$ cat src/rtl/ps2_tx_pkg.sv
package ps2_tx_pkg;

  // Bit positions on the bus, counted in accepted falling edges.
  localparam int unsigned DATA_BITS  = 8;
  localparam int unsigned CNT_W      = 4;
  localparam logic [CNT_W-1:0] EDGE_FIRST  = 4'd1;
  localparam logic [CNT_W-1:0] EDGE_PARITY = 4'd9;
  localparam logic [CNT_W-1:0] EDGE_STOP   = 4'd10;
  localparam logic [CNT_W-1:0] EDGE_ACK    = 4'd11;

  typedef enum logic [1:0] {
    ST_IDLE,
    ST_INHIBIT,
    ST_SHIFT
  } txState_t;

  // Strobes from control to datapath.
  typedef struct packed {
    logic loadByte;
    logic clrTimer;
    logic startBit;
    logic stepBit;
    logic releaseData;
    logic clrRetry;
    logic incRetry;
  } txCtl_t;

endpackage

$ cat src/rtl/ps2_tx_datapath.sv
module ps2_tx_datapath
  import ps2_tx_pkg::*;
#(
  parameter int unsigned TW = 8,
  parameter int unsigned RW = 2
) (
  input  logic                   clk,
  input  logic                   rstN,
  input  txCtl_t                 ctl,
  input  logic [DATA_BITS-1:0]   txByte,
  input  logic                   ps2ClkIn,
  input  logic                   ps2DataIn,
  output logic                   clkFall,
  output logic                   dataNow,
  output logic [TW-1:0]          timer,
  output logic [CNT_W-1:0]       bitCnt,
  output logic [RW-1:0]          retryCnt,
  output logic                   dataOe
);

  logic [1:0]           clkSync;
  logic [1:0]           dataSync;
  logic                 clkPrev;
  logic [DATA_BITS-1:0] byteHeld;
  logic [2:0]           bitIdx;
  logic                 nextOe;

  assign clkFall = clkPrev & ~clkSync[1];
  assign dataNow = dataSync[1];
  assign bitIdx  = 3'(bitCnt - EDGE_FIRST);

  // Level to pull on the next accepted edge.
  always_comb begin
    if (bitCnt >= EDGE_FIRST && bitCnt < EDGE_PARITY) begin
      nextOe = ~byteHeld[bitIdx];
    end else if (bitCnt == EDGE_PARITY) begin
      nextOe = ^byteHeld;           // parity bit is low when ones are odd
    end else begin
      nextOe = 1'b0;
    end
  end

  always_ff @(posedge clk or negedge rstN) begin
    if (!rstN) begin
      clkSync  <= 2'b11;
      dataSync <= 2'b11;
      clkPrev  <= 1'b1;
      timer    <= '0;
      byteHeld <= '0;
      bitCnt   <= EDGE_FIRST;
      retryCnt <= '0;
      dataOe   <= 1'b0;
    end else begin
      clkSync  <= {clkSync[0], ps2ClkIn};
      dataSync <= {dataSync[0], ps2DataIn};
      clkPrev  <= clkSync[1];

      if (ctl.clrTimer) begin
        timer <= '0;
      end else if (timer != '1) begin
        timer <= timer + 1'b1;
      end

      if (ctl.loadByte) begin
        byteHeld <= txByte;
      end

      if (ctl.startBit) begin
        bitCnt <= EDGE_FIRST;
      end else if (ctl.stepBit) begin
        bitCnt <= bitCnt + 1'b1;
      end

      if (ctl.clrRetry) begin
        retryCnt <= '0;
      end else if (ctl.incRetry) begin
        retryCnt <= retryCnt + 1'b1;
      end

      if (ctl.startBit) begin
        dataOe <= 1'b1;
      end else if (ctl.releaseData) begin
        dataOe <= 1'b0;
      end else if (ctl.stepBit) begin
        dataOe <= nextOe;
      end
    end
  end

endmodule

$ cat src/rtl/ps2_tx_ctrl.sv
module ps2_tx_ctrl
  import ps2_tx_pkg::*;
#(
  parameter int unsigned TW             = 8,
  parameter int unsigned RW             = 2,
  parameter int unsigned INHIBIT_CYC    = 200,
  parameter int unsigned BLANK_CYC      = 60,
  parameter int unsigned MIN_GAP_CYC    = 40,
  parameter int unsigned MAX_GAP_CYC    = 120,
  parameter int unsigned FIRST_WAIT_CYC = 20000,
  parameter int unsigned MAX_RETRIES    = 3
) (
  input  logic             clk,
  input  logic             rstN,
  input  logic             startReq,
  input  logic             clkFall,
  input  logic             dataNow,
  input  logic [TW-1:0]    timer,
  input  logic [CNT_W-1:0] bitCnt,
  input  logic [RW-1:0]    retryCnt,
  output txCtl_t           ctl,
  output logic             ready,
  output logic             done,
  output logic             fail,
  output logic             clkOe
);

  localparam logic [TW-1:0] INH_LAST   = TW'(INHIBIT_CYC - 1);
  localparam logic [TW-1:0] BLANK_T    = TW'(BLANK_CYC);
  localparam logic [TW-1:0] MIN_GAP_T  = TW'(MIN_GAP_CYC);
  localparam logic [TW-1:0] MAX_GAP_T  = TW'(MAX_GAP_CYC);
  localparam logic [TW-1:0] FIRST_T    = TW'(FIRST_WAIT_CYC);
  localparam logic [RW-1:0] RETRY_LAST = RW'(MAX_RETRIES);

  txState_t state, stateNext;
  logic     firstEdge, holdOff, expired, edgeOk, bad;

  always_ff @(posedge clk or negedge rstN) begin
    if (!rstN) begin
      state <= ST_IDLE;
    end else begin
      state <= stateNext;
    end
  end

  assign firstEdge = (bitCnt == EDGE_FIRST);
  assign holdOff   = firstEdge ? (timer < BLANK_T) : (timer < MIN_GAP_T);
  assign expired   = firstEdge ? (timer >= FIRST_T) : (timer >= MAX_GAP_T);
  assign edgeOk    = clkFall && !holdOff;

  always_comb begin
    stateNext = state;
    ctl       = '0;
    ready     = 1'b0;
    done      = 1'b0;
    fail      = 1'b0;
    clkOe     = 1'b0;
    bad       = 1'b0;

    unique case (state)
      ST_IDLE: begin
        ready = 1'b1;
        if (startReq) begin
          ctl.loadByte = 1'b1;
          ctl.clrTimer = 1'b1;
          ctl.clrRetry = 1'b1;
          stateNext    = ST_INHIBIT;
        end
      end

      ST_INHIBIT: begin
        clkOe = 1'b1;
        if (timer >= INH_LAST) begin
          ctl.startBit = 1'b1;
          ctl.clrTimer = 1'b1;
          stateNext    = ST_SHIFT;
        end
      end

      ST_SHIFT: begin
        if (expired) begin
          bad = 1'b1;
        end else if (edgeOk) begin
          if (bitCnt == EDGE_ACK) begin
            if (!dataNow) begin
              done            = 1'b1;
              ctl.releaseData = 1'b1;
              stateNext       = ST_IDLE;
            end else begin
              bad = 1'b1;
            end
          end else if (bitCnt >= EDGE_FIRST && bitCnt <= EDGE_STOP) begin
            ctl.stepBit  = 1'b1;
            ctl.clrTimer = 1'b1;
          end else begin
            bad = 1'b1;           // index out of range: lost sync
          end
        end

        if (bad) begin
          ctl.releaseData = 1'b1;
          if (retryCnt == RETRY_LAST) begin
            fail      = 1'b1;
            stateNext = ST_IDLE;
          end else begin
            ctl.incRetry = 1'b1;
            ctl.clrTimer = 1'b1;
            stateNext    = ST_INHIBIT;
          end
        end
      end

      default: stateNext = ST_IDLE;
    endcase
  end

endmodule

$ cat src/rtl/ps2_host_tx.sv
module ps2_host_tx
  import ps2_tx_pkg::*;
#(
  parameter int unsigned INHIBIT_CYC    = 200,
  parameter int unsigned BLANK_CYC      = 60,
  parameter int unsigned MIN_GAP_CYC    = 40,
  parameter int unsigned MAX_GAP_CYC    = 120,
  parameter int unsigned FIRST_WAIT_CYC = 20000,
  parameter int unsigned MAX_RETRIES    = 3
) (
  input  logic       clk,
  input  logic       rstN,
  input  logic       startReq,
  input  logic [7:0] txByte,
  output logic       ready,
  output logic       done,
  output logic       fail,
  input  logic       ps2ClkIn,
  input  logic       ps2DataIn,
  output logic       ps2ClkOe,
  output logic       ps2DataOe
);

  localparam int unsigned T_MAX_A = (INHIBIT_CYC > MAX_GAP_CYC) ? INHIBIT_CYC : MAX_GAP_CYC;
  localparam int unsigned T_MAX   = (T_MAX_A > FIRST_WAIT_CYC) ? T_MAX_A : FIRST_WAIT_CYC;
  localparam int unsigned TW      = $clog2(T_MAX + 2);
  localparam int unsigned RW      = $clog2(MAX_RETRIES + 2);

  txCtl_t           ctl;
  logic             clkFall;
  logic             dataNow;
  logic [TW-1:0]    timer;
  logic [CNT_W-1:0] bitCnt;
  logic [RW-1:0]    retryCnt;

  ps2_tx_ctrl #(
    .TW            (TW),
    .RW            (RW),
    .INHIBIT_CYC   (INHIBIT_CYC),
    .BLANK_CYC     (BLANK_CYC),
    .MIN_GAP_CYC   (MIN_GAP_CYC),
    .MAX_GAP_CYC   (MAX_GAP_CYC),
    .FIRST_WAIT_CYC(FIRST_WAIT_CYC),
    .MAX_RETRIES   (MAX_RETRIES)
  ) u_ctrl (
    .clk     (clk),
    .rstN    (rstN),
    .startReq(startReq),
    .clkFall (clkFall),
    .dataNow (dataNow),
    .timer   (timer),
    .bitCnt  (bitCnt),
    .retryCnt(retryCnt),
    .ctl     (ctl),
    .ready   (ready),
    .done    (done),
    .fail    (fail),
    .clkOe   (ps2ClkOe)
  );

  ps2_tx_datapath #(
    .TW(TW),
    .RW(RW)
  ) u_datapath (
    .clk      (clk),
    .rstN     (rstN),
    .ctl      (ctl),
    .txByte   (txByte),
    .ps2ClkIn (ps2ClkIn),
    .ps2DataIn(ps2DataIn),
    .clkFall  (clkFall),
    .dataNow  (dataNow),
    .timer    (timer),
    .bitCnt   (bitCnt),
    .retryCnt (retryCnt),
    .dataOe   (ps2DataOe)
  );

endmodule

$ cat config.mk
export PLATFORM = sky130hd
export DESIGN_NAME = ps2_host_tx
export DESIGN_NICKNAME = d
export VERILOG_FILES = /design/src/rtl/ps2_tx_pkg.sv /design/src/rtl/ps2_tx_datapath.sv /design/src/rtl/ps2_tx_ctrl.sv /design/src/rtl/ps2_host_tx.sv
export SDC_FILE = /design/constraint.sdc
export NUM_CORES = 1
export LEC_CHECK = 0
export ABC_AREA = 1
export BUFFER_PORTS_ARGS = -buffer_cell sky130_fd_sc_hd__buf_2
export CORE_ASPECT_RATIO = 0.7
export CORE_MARGIN = 3
export CORE_UTILIZATION = 63
export CTS_BUF_LIST = sky130_fd_sc_hd__clkbuf_2 sky130_fd_sc_hd__clkbuf_4 sky130_fd_sc_hd__clkbuf_8
export DETAILED_ROUTE_END_ITERATION = 7
export GPL_ROUTABILITY_DRIVEN = 0
export GPL_TIMING_DRIVEN = 0
export PLACE_DENSITY = 0.81
export SYNTH_ARGS = -nofsm -noshare
export SYNTH_HDL_FRONTEND = slang
export SYNTH_HIERARCHICAL = 1
export SYNTH_SLANG_ARGS = --single-unit
$ cat constraint.sdc
create_clock -name clk -period 4.1 [get_ports clk]
set_input_delay 0.205 -clock clk [delete_from_list [all_inputs] [get_ports clk]]
set_output_delay 0.205 -clock clk [all_outputs]
set_load 0.02 [all_outputs]
== After elaboration in Yosys (flattened, before gate mapping) ==
Cells that the tools add are included.

* Register bits after elaboration: 38
* Output and inout bits: 5
* Word-level logic and storage cells: 109

* $add $sub $neg: 4
* $lt $le $gt $ge: 9
* Equality and inequality tests: 13
* Mux-type cells: 60
* Bitwise gates (word level): 3
* Reduce and logical (&&, ||, !) cells: 11

{| class="wikitable"
|+ Operators with widths
! kind !! count
|-
| $mux W1 || 39
|-
| $lt A15 B6 Y1 const B || 2
|-
| $mux W15 || 2
|-
| $mux W2 || 12
|-
| $add A15 B1 Y15 const B || 1
|-
| $ge A15 B15 Y1 const B || 1
|-
| $ge A15 B7 Y1 const B || 1
|-
| $ge A15 B8 Y1 const B || 1
|-
| $ne A15 B15 Y1 const B || 1
|-
| $eq A4 B4 Y1 const B || 2
|-
| $mux W4 || 2
|-
| $reduce_xor A8 Y1 || 1
|-
| $mux W3 || 2
|-
| $ne A3 B1 Y1 const B || 2
|-
| $ne A3 B3 Y1 const B || 2
|-
| $pmux W2 S3 || 1
|-
| $reduce_and A6 Y1 || 1
|-
| $reduce_bool A2 Y1 || 3
|-
| $add A4 B1 Y4 const B || 1
|-
| $eq A4 B1 Y1 const B || 1
|-
| $ge A4 B1 Y1 const B || 1
|-
| $le A4 B4 Y1 const B || 1
|-
| $lt A3 B4 Y1 const B || 1
|-
| $lt A4 B4 Y1 const B || 1
|-
| other kinds (15) || 18
|}

== Depth between registers and ports, before layout ==
* Depth after elaboration: 12
* Depth in mapped cells: 16
* Mapped depth without buffers: 15

== By module ==
The synthesis kept the hierarchy.

{| class="wikitable"
|+ Modules (own cells, without submodules)
! module !! times used !! cells an instance !! area an instance (µm²) !! seq. area each (µm²)
|-
| ps2_tx_datapath || 1 || 249 || 1946.9 || 908.4
|-
| ps2_tx_ctrl || 1 || 92 || 509.2 || 50.0
|}

== Worst setup path before layout ==
No wires, ideal clock.

* Path kind: reg2reg
* Start: register u_datapath.bitCnt[0]
* End: register u_datapath.timer[2]
* Arrival: 2.104 ns
* Slack: 1.863 ns
* Cell stages (with the launch flop): 15
* Path buffers: 1
* Clock period less this slack: 2.237 ns
* Path through: dfstp_2 inv_1 nor2_2 nand2_2 nand2_2 nand3_2 nand2_2 nand4_1 nor2_4 nor2_2 nand3_2 buf_2 clkinv_1 nand4_2 o21ai_0

{| class="wikitable"
|+ RTL lines
! item !! line !! RTL
|-
| from (decl) || ps2_tx_datapath.sv:16 || <nowiki>output logic [CNT_W-1:0] bitCnt,</nowiki>
|-
| from (signal assigned) || ps2_tx_datapath.sv:71 || <nowiki>bitCnt <= bitCnt + 1'b1;</nowiki>
|-
| to (signal assigned) || ps2_tx_datapath.sv:61 || <nowiki>timer <= timer + 1'b1;</nowiki>
|-
| to (decl) || ps2_tx_datapath.sv:15 || <nowiki>output logic [TW-1:0] timer,</nowiki>
|}

==> flow_summary.ini <==
[timing]
setup_viol = 0
timing.slew.headroom_pct = 43.75
slew_viol_final = 0
setup_ws_ns = 1.352
tns_ns = 0
tightestPinTransition_ns = 0.8438
timing.final.crit_period_ns = 2.748
skew_ns = 0.002548
report.final.hold_viol_count = 0
rsz_0062_raised_after_global_routing = no
max_fclk_ghz = 0.3639
final_min_period_over_clock_period_pct = 67.03

[power_and_ir_drop]
p_leak_nw = 1.460
power-per-cell-area_nw_per_um2 = 264.6
ir_worst_vdd_uv = 243.5

[route]
antenna_violating_nets_post_route = 0
first_pass_iters = 5
route.final.wire_length_um = 5346
via_count = 2290
remaining_drc_errors = 0
vias_per_cell = 5.478
wire_per_inst_um = 12.79
first_iter_violations = 233

[grt]
grt.met3_usage_pct = 6.366
busiest_layer = met1
pin_count_of_the_biggest_net_entering_global_routing = 39
grt_antenna_before_repair = 0
gr-usage-met2_pct = 32.43
met1_layer_usage_reported_by_global_route_pct = 39.78
grt_first_pass_wirelength_um = 8845
grt_util_all_layers_pct = 24.74
globalRoute.totalOverflow = 0
grt_pass1_vias = 1887

[logic_synthesis]
area_of_the_mapped_netlist_um2 = 2456
async_sr_flop_fraction_pct = 100.0
synth_largest_type_area_fraction_pct = 32.60
synth-edff-count = 0
synth-seq-area-share_pct = 39.02
yosys_warnings = 6
ys_top_cells_by_area = dfrtp_1, nand2_1, inv_1
syn-mean-instance-area_um2 = 7.203
synth.ff_latch_count = 38
synthesis.instances = 341
mappedNetlistNets = 359
synth-main-ff-cell = dfrtp_1
yosysTopAreaCell = dfrtp_1
yosys.cell_types.count = 35

[status]
status = finished clean

[cells_and_area]
drive_above_1_share_pct = 17.93
n_antenna_cell = 0
final_core_utilization_pct = 75.50
top_library_cells_by_usage_in_the_layout_fill_and_taps_aside = nand2_1, inv_1, nor2_1, dfrtp_1, nand3_1
final_net_count = 385
layout_commonest_cell = nand2_1
area_growth_from_synthesis_to_layout_pct = 11.46

[clocking]
post_cts_resized = 0
library_cell_used_as_clock_root_buffer = clkbuf_8
cts_tree = built
clock_sinks = 38
clkTransAtPathRegs_ns = 0.07
cts_hold_buffers = 0
post-cts-setup-buffers = 0
htreeDepth = 2
clock_latency_ns = 0.29
clock_path_buffers = 2
number_of_buffers_added_by_the_clock_tree_synthesis_step = 5

[place]
preCtsSetupSlack_ns = 1.380
dpl.hpwl_um = 4000
numPortBuffers = 17

[setup_path]
criticalPathCategory = register to register
start_kind = register
critPathArrivalTime_ns = 2.91
critPathMaxFanout = 12
crit_path_end_kind = register
cp.required_ns = 4.26

[floorplanning]
fp.dieH_um = 58.24
ioPinCount = 18
die_area_um2 = 4696
initial_core_util_pct = 67.74
row_count = 18
design.core.area_um2 = 3626
die-width_um = 80.63

[min_path]
worst_hold_path_class = primary input to asynchronous set/reset pin

[flow_run]
cap_viol_max_count = 0
-- layout make-up --
class / instances / area (µm²)
multi-input combinational: 246 / 1279
sequential: 38 / 958.4
fill: 270 / 888.4
inverter: 54 / 202.7
timing repair buffer: 19 / 105.1
clock buffer: 7 / 83.83
tap: 50 / 62.56
clock inverter: 1 / 30.03
buffer: 3 / 16.27
-- through the flow --
stage,hold slack [ns],power (mW),instances,area (µm²)
after floorplan,-0.09059,0.3892,341,2456
after global placement,0.3101,0.4025,408,2604
after detailed placement,0.3137,0.4030,408,2604
after CTS,0.002557,0.7291,416,2718
after global routing,0.07016,0.7464,418,2738
final,0.01582,0.7243,418,2738
-- routing by layer --
layer / vias up / part of all wire, %
met2: 84 / 40
met5: - / 0
met3: 5 / 8.1
li1: 1150 / -
met4: 0 / 0.71
met1: 1051 / 51
-- worst paths after layout --
| check | endpoint | slack [ns] | from | depth (start not counted) |
|---|---|---|---|---|
| max | u_datapath/timer[2]$_DFFE_PN0P_ | 1.35 | u_datapath/bitCnt[0]$_DFFE_PN1P_ | 14 |
| min | u_datapath/timer[11]$_DFFE_PN0P_ | 0.02 | rstN | 1 |
| max reg2reg | u_datapath/timer[2]$_DFFE_PN0P_ | 1.35 | u_datapath/bitCnt[0]$_DFFE_PN1P_ | 14 |
| min reg2reg | u_datapath/dataSync[1]$_DFF_PN1_ | 0.36 | u_datapath/dataSync[0]$_DFF_PN1_ | 0 |
| max in group asynchronous | u_datapath/bitCnt[3]$_DFFE_PN0P_ | 3.55 | rstN | 1 |
| min in group clk | u_datapath/byteHeld[6]$_DFFE_PN0P_ | 0.12 | txByte[6] | 3 |
-- flip-flops by register name, indices dropped and copies added (netlist names) --
| name | flops |
|---|---|
| u_datapath/retryCnt | 3 |
| u_datapath/clkSync | 2 |
| u_datapath/dataSync | 2 |
| u_datapath/clkPrev | 1 |
| u_datapath/timer | 15 |
| u_datapath/byteHeld | 8 |
| u_ctrl/state | 2 |
| u_datapath/bitCnt | 4 |
| u_datapath/dataOe | 1 |
-- cell families (layout without fill, tap and decap cells) --
family / after synthesis / count (layout) / synth area share [%]
and+or+nand+nor: 201 / 201 / 40.09
adders and majority gates: 5 / 5 / 2.547
DFF: 38 / 38 / 39.02
buffers and inverters: 57 / 84 / 8.915
AOI/OAI and AO/OA: 37 / 37 / 8.355
xor gates and xnor gates: 3 / 3 / 1.070
-- synth_stat cells, drive strengths merged (2+ instances only) --
master	n
nand2	97
inv	53
nor2	41
nand3	34
dfrtp	32
o21ai	18
nor3	12
a21oi	11
nand4	11
dfstp	6
ha	5
o31ai	3
a211oi	2
buf	2
nor3b	2
or2	2
xnor2	2
-- worst max-delay path: stages, from the launching register on --
cell and delay, ns:
dfstp_2 0.65, inv_1 0.08, nor2_2 0.11, nand2_2 0.10, nand2_2 0.07, nand3_2 0.07
nand2_2 0.09, nand4_1 0.14, nor2_4 0.25, nor2_2 0.05, nand3_2 0.05, buf_2 0.20
clkinv_1 0.31, nand4_2 0.32, o21ai_0 0.12
-- power by group --
part / total, mW / leakage [nW] / switching (mW) / internal, mW
Combinational: 0.0167 / 0.962 / 0.0106 / 0.00608
Clock: 0.328 / 0.0593 / 0.132 / 0.195
Sequential: 0.380 / 0.438 / 0.000922 / 0.379
Note: power is estimated with default switching activity, not from simulation.
